[src/rtl/cx_pkg.sv]
`timescale 1ns/1ps
package cx_pkg;
    localparam int unsigned CX_LANES  = 8;
    localparam int unsigned CX_LANE_W = 5;
    localparam int unsigned CX_SEL_W  = $clog2(CX_LANES);
endpackage

[src/rtl/cx_map_reg.sv]
`timescale 1ns/1ps
module cx_map_reg
    import cx_pkg::*;
#(
    parameter int unsigned LANES = CX_LANES,
    parameter int unsigned SEL_W = CX_SEL_W
) (
    input  logic                   clk,
    input  logic                   rst_n,
    input  logic                   load,
    input  logic [LANES*SEL_W-1:0] load_val,
    output logic [LANES*SEL_W-1:0] map
);
    localparam int unsigned MAP_W = LANES * SEL_W;

    typedef struct packed {
        logic [MAP_W-1:0] map;
    } map_st_t;

    map_st_t          s_d, s_q;
    logic [MAP_W-1:0] ident;

    // Reset table: output lane g sources input lane g.
    for (genvar g = 0; g < LANES; g++) begin : g_ident
        assign ident[g*SEL_W +: SEL_W] = SEL_W'(g);
    end

    always_comb begin
        s_d = s_q;
        if (load) begin
            s_d.map = load_val;
        end
    end

    always_ff @(posedge clk or negedge rst_n) begin
        if (!rst_n) begin
            s_q.map <= ident;
        end else begin
            s_q <= s_d;
        end
    end

    assign map = s_q.map;

    // table untouched without a load strobe
    p_map_hold_r4: assert property (@(posedge clk) disable iff (!rst_n)
        !load |=> $stable(map));

    // a load lands in the table on the next cycle
    p_map_load_r3: assert property (@(posedge clk) disable iff (!rst_n)
        load |=> (map == $past(load_val)));
endmodule

[src/rtl/cx_lane_mux.sv]
`timescale 1ns/1ps
module cx_lane_mux
    import cx_pkg::*;
#(
    parameter int unsigned LANES  = CX_LANES,
    parameter int unsigned LANE_W = CX_LANE_W,
    parameter int unsigned SEL_W  = CX_SEL_W
) (
    input  logic [LANES*LANE_W-1:0] word_in,
    input  logic [LANES*SEL_W-1:0]  map,
    output logic [LANES*LANE_W-1:0] word_out
);
    logic [LANE_W-1:0] lane_in [LANES];

    for (genvar g = 0; g < LANES; g++) begin : g_split
        assign lane_in[g] = word_in[g*LANE_W +: LANE_W];
    end

    // One independent selector per output lane.
    for (genvar g = 0; g < LANES; g++) begin : g_lane
        logic [SEL_W-1:0] sel;
        assign sel = map[g*SEL_W +: SEL_W];
        assign word_out[g*LANE_W +: LANE_W] = lane_in[sel];
    end
endmodule

[src/rtl/cx_out_stage.sv]
`timescale 1ns/1ps
module cx_out_stage #(
    parameter int unsigned WORD_W = 40
) (
    input  logic              clk,
    input  logic              rst_n,
    input  logic              wr_en,
    input  logic [WORD_W-1:0] word_in,
    output logic [WORD_W-1:0] dout,
    output logic              dout_vld
);
    typedef struct packed {
        logic              vld;
        logic [WORD_W-1:0] word;
    } out_st_t;

    out_st_t s_d, s_q;

    always_comb begin
        s_d     = s_q;
        s_d.vld = wr_en;
        if (wr_en) begin
            s_d.word = word_in;
        end
    end

    always_ff @(posedge clk or negedge rst_n) begin
        if (!rst_n) begin
            s_q <= '0;
        end else begin
            s_q <= s_d;
        end
    end

    assign dout     = s_q.word;
    assign dout_vld = s_q.vld;

    // valid follows the write strobe by one cycle
    p_vld_follows_r6: assert property (@(posedge clk) disable iff (!rst_n)
        wr_en |=> dout_vld);

    // no valid without a write in the previous cycle
    p_no_spurious_vld_r6: assert property (@(posedge clk) disable iff (!rst_n)
        !wr_en |=> !dout_vld);

    // output word held while nothing is captured
    p_dout_hold_r7: assert property (@(posedge clk) disable iff (!rst_n)
        !wr_en |=> $stable(dout));
endmodule

[src/rtl/cx_chan_switch.sv]
`timescale 1ns/1ps
module cx_chan_switch
    import cx_pkg::*;
#(
    parameter int unsigned LANES  = CX_LANES,
    parameter int unsigned LANE_W = CX_LANE_W
) (
    input  logic                    clk,
    input  logic                    rst_n,
    input  logic                    wr_en,
    input  logic                    cfg_we,
    input  logic [LANES*LANE_W-1:0] din,
    output logic [LANES*LANE_W-1:0] dout,
    output logic                    dout_vld
);
    localparam int unsigned SEL_W  = $clog2(LANES);
    localparam int unsigned WORD_W = LANES * LANE_W;
    localparam int unsigned MAP_W  = LANES * SEL_W;

    logic [MAP_W-1:0]  map;
    logic [WORD_W-1:0] switched;

    cx_map_reg #(.LANES(LANES), .SEL_W(SEL_W)) u_map (
        .clk      (clk),
        .rst_n    (rst_n),
        .load     (cfg_we),
        .load_val (din[MAP_W-1:0]),
        .map      (map)
    );

    // The mux sees the registered table, so a same-edge load cannot affect this word.
    cx_lane_mux #(.LANES(LANES), .LANE_W(LANE_W), .SEL_W(SEL_W)) u_mux (
        .word_in  (din),
        .map      (map),
        .word_out (switched)
    );

    cx_out_stage #(.WORD_W(WORD_W)) u_out (
        .clk      (clk),
        .rst_n    (rst_n),
        .wr_en    (wr_en),
        .word_in  (switched),
        .dout     (dout),
        .dout_vld (dout_vld)
    );
endmodule

[config.mk]
export PLATFORM = sky130hd
export DESIGN_NAME = cx_chan_switch
export DESIGN_NICKNAME = d
export VERILOG_FILES = /design/src/rtl/cx_pkg.sv /design/src/rtl/cx_map_reg.sv /design/src/rtl/cx_lane_mux.sv /design/src/rtl/cx_out_stage.sv /design/src/rtl/cx_chan_switch.sv
export SDC_FILE = /design/constraint.sdc
export NUM_CORES = 1
export LEC_CHECK = 0
export BUFFER_PORTS_ARGS = -buffer_cell sky130_fd_sc_hd__buf_2
export CAP_MARGIN = 20
export CORE_UTILIZATION = 30
export CTS_CLUSTER_DIAMETER = 40
export DETAILED_ROUTE_END_ITERATION = 12
export GPL_TIMING_DRIVEN = 0
export HOLD_SLACK_MARGIN = 0.03
export MAX_ROUTING_LAYER = met4
export PLACE_DENSITY_LB_ADDON = 0.3
export SLEW_MARGIN = 20
export SYNTH_ARGS = -nofsm -noshare
export SYNTH_HDL_FRONTEND = slang
export SYNTH_SLANG_ARGS = --single-unit
[constraint.sdc]
create_clock -name clk -period 1.8 [get_ports clk]
set_input_delay 0.27 -clock clk [delete_from_list [all_inputs] [get_ports clk]]
set_output_delay 0.27 -clock clk [all_outputs]
set_load 0.02 [all_outputs]
==> reports/qor.csv <==
metric;value;unit
end_kind;flop;
worst-slew-pin-transition;0.747;ns
dp_hpwl;12900;microns
rsz0062_at_grt;no;
grt_max_degree;36;
synthAdderAreaFrac;0;%
drive_gt1_share;44.2;%
wl_met1;8360;microns
drv_slew;0;
setup_viol;0;
setup-tns-final;0;ns
fin_ws;0.280;ns
ys_types;19;
powerDensity;900;mW/mm^2
cp_max_fo;10;
syn_area;0.00530;sq mm
fin_crit_sh;84.5;%
chipHeight;135;microns
drt_iter0_drc;293;
cts_buffers;9;
clock-sinks;65;
synth-seq-area-share;31.0;%
syn_to_final_growth;17.3;%
crit_arrival;1.73;ns
met2RoutedLength;8550;microns
path_class;reg -> reg;
dr_wl_met3;1220;microns
dieArea;0.0182;sq mm
crit_slowest_cell;dfstp_2;
gp_congestion;0.896;
clkLatencyLatePin;0.35;ns
synth_top_family_by_area;multiplexers;
synth_fp_nets;533;
rows;48;
muxShareOfSynthArea;37.2;%
cts_setup_buffers;0;
synth-compound-area-share;19.7;%
place_ws;0.260;ns
layout_min_cycle_time;1.52;ns
grt_pass1_vias;4515;
p_leak;2.69;nW
post_drt_wl_per_cell;23.6;microns
synthCells;489;
detail-route-antenna-nets;0;
synthSimpleGateAreaFrac;5.85;%
nets;609;
slew_headroom;50.2;%
drc_errors;0;
overflow;0;
cts_tree;built;
synth_xor_area_share;0;%
firstDrtPassIters;4;
ys_warn_count;0;
n_antenna_cell;0;
boundaryPins;85;
clock.fmax;658;MHz
maxCapViolCount;0;
grt_util_all_layers;21.8;%
die_x;135;microns
cts_max_path_buffers;2;
cts-htree-levels;3;
fill_cells;1769;
clk_pin_slew;0.06;ns
hp-class;in -> reg;
synth-seq-cells;65;
start_util;30.7;%
cpPeakStageDelay;0.57;ns
routed_via_density;5.69;
antenna_found_initial;0;
skew;0.00957;ns
drt_wl_total;18700;microns
rrSetupSlack;0.28;ns
final_common_cell;mux2_2;
synth_area_per_cell;10.8;sq um
status;finished clean;
vias;4520;
io_buffers;63;
cp-start-kind;flop;
coreArea;0.0173;sq mm
critical_path_required;2.01;ns
crit_chain;buf_6 -> mux2_2 -> o22ai_1 -> o31ai_2;
highest_layer;met4;
ir_worst_vdd;494;uV
final_cell_mix;mux2_2, mux2i_1, buf_2, dfrtp_1, nand2_1;
hold_viol;0;
cts-root-buf;clkbuf_16;
grt_pass1_wl;27900;microns
## per-layer routing
metal	GRT usage [%]	vias to the layer above
met2	33.2	213
met3	4.54	51
met4	9.80	0
met1	27.7	2228
li1	-	2028
met5	-	-
## sequential cells by signal (all words and copies together), names as in the netlist
signal / count
u_out.dout: 40
u_map.map: 24
u_out.dout_vld: 1
## stage by stage
stage          instances  util, %  hold WS (ns)  cell area, sq um  power (mW)
2_1_floorplan        489        -       -0.0256              5300        3.27
3_3_place_gp         777     34.1         0.405              5900        3.84
3_5_place_dp         778     34.2         0.250              5920        3.88
4_1_cts              795     36.0        0.0527              6220        5.62
5_1_grt              795     36.0        0.0583              6220        5.84
6_report             795     36.0        0.0565              6220        5.59
## Yosys cell counts, drive strengths merged
| library cell | number | area (sq um) |
|---|---|---|
| dfstp | 12 | 315 |
| nand2b | 8 | 50.1 |
| buf | 32 | 262 |
| o31ai | 40 | 445 |
| dfrtp | 53 | 1330 |
| nor2b | 8 | 50.1 |
| nor2 | 8 | 30.0 |
| nand2 | 48 | 180 |
| o22ai | 40 | 250 |
| mux2 | 104 | 1170 |
| mux2i | 80 | 801 |
| inv | 1 | 3.75 |
| a22o | 40 | 350 |
| clkbuf | 15 | 67.6 |
## cell families (layout without fill, tap and decap cells)
kind of cell / after synthesis / after routing
multiplexers: 184 / 184
flip-flops: 65 / 65
AND/OR/NAND/NOR: 72 / 72
AO/OA/AOI/OAI: 120 / 120
buffers and inverters: 48 / 129
## area by class of cell
cell class                      instances  area (sq um)  share of cell area [%]
Buffer                                 47           329                    5.29
Clock buffer                           14           274                    4.41
Clock inverter                          2          12.5                   0.201
Inverter                                1          3.75                  0.0604
Multi-Input combinational cell        376          3330                    53.5
Sequential cell                        65          1640                    26.4
Tap cell                              225           282                    4.53
Timing Repair Buffer                   65           348                    5.59
## worst max-delay path: cells and delay by family, from the launching register on
family / cells / cell delay [ns]
mux: 1 / 0.34
flops: 1 / 0.57
buf+inv: 1 / 0.16
compound gates: 2 / 0.32
## path summary, 6_finish.rpt
kind	start	endpoint	depth (start not counted)
setup reg to reg	u_map.map[15]	u_out.dout[27]	4
hold reg to reg	u_out.dout[12]	u_out.dout[12]	2
hold / removal	wr_en	u_out.dout_vld	1
setup / recovery	u_map.map[15]	u_out.dout[27]	4
min in group asynchronous	rst_n	u_out.dout[16]	2
max in group asynchronous	rst_n	u_map.map[14]	3
## where the power goes
part / switching, mW / leakage (nW) / internal, mW
Clock: 0.679 / 0.139 / 1.04
Combinational: 1.14 / 1.80 / 0.877
Sequential: 0.156 / 0.754 / 1.70
Total: 1.97 / 2.69 / 3.62
## what timing repair did
action,4_1_cts,5_1_grt
setup endpoints to repair,0,0
gates resized for setup,0,0
hold buffers,1,0
hold endpoints to repair,24,0
(Power assumes the default switching activity.)
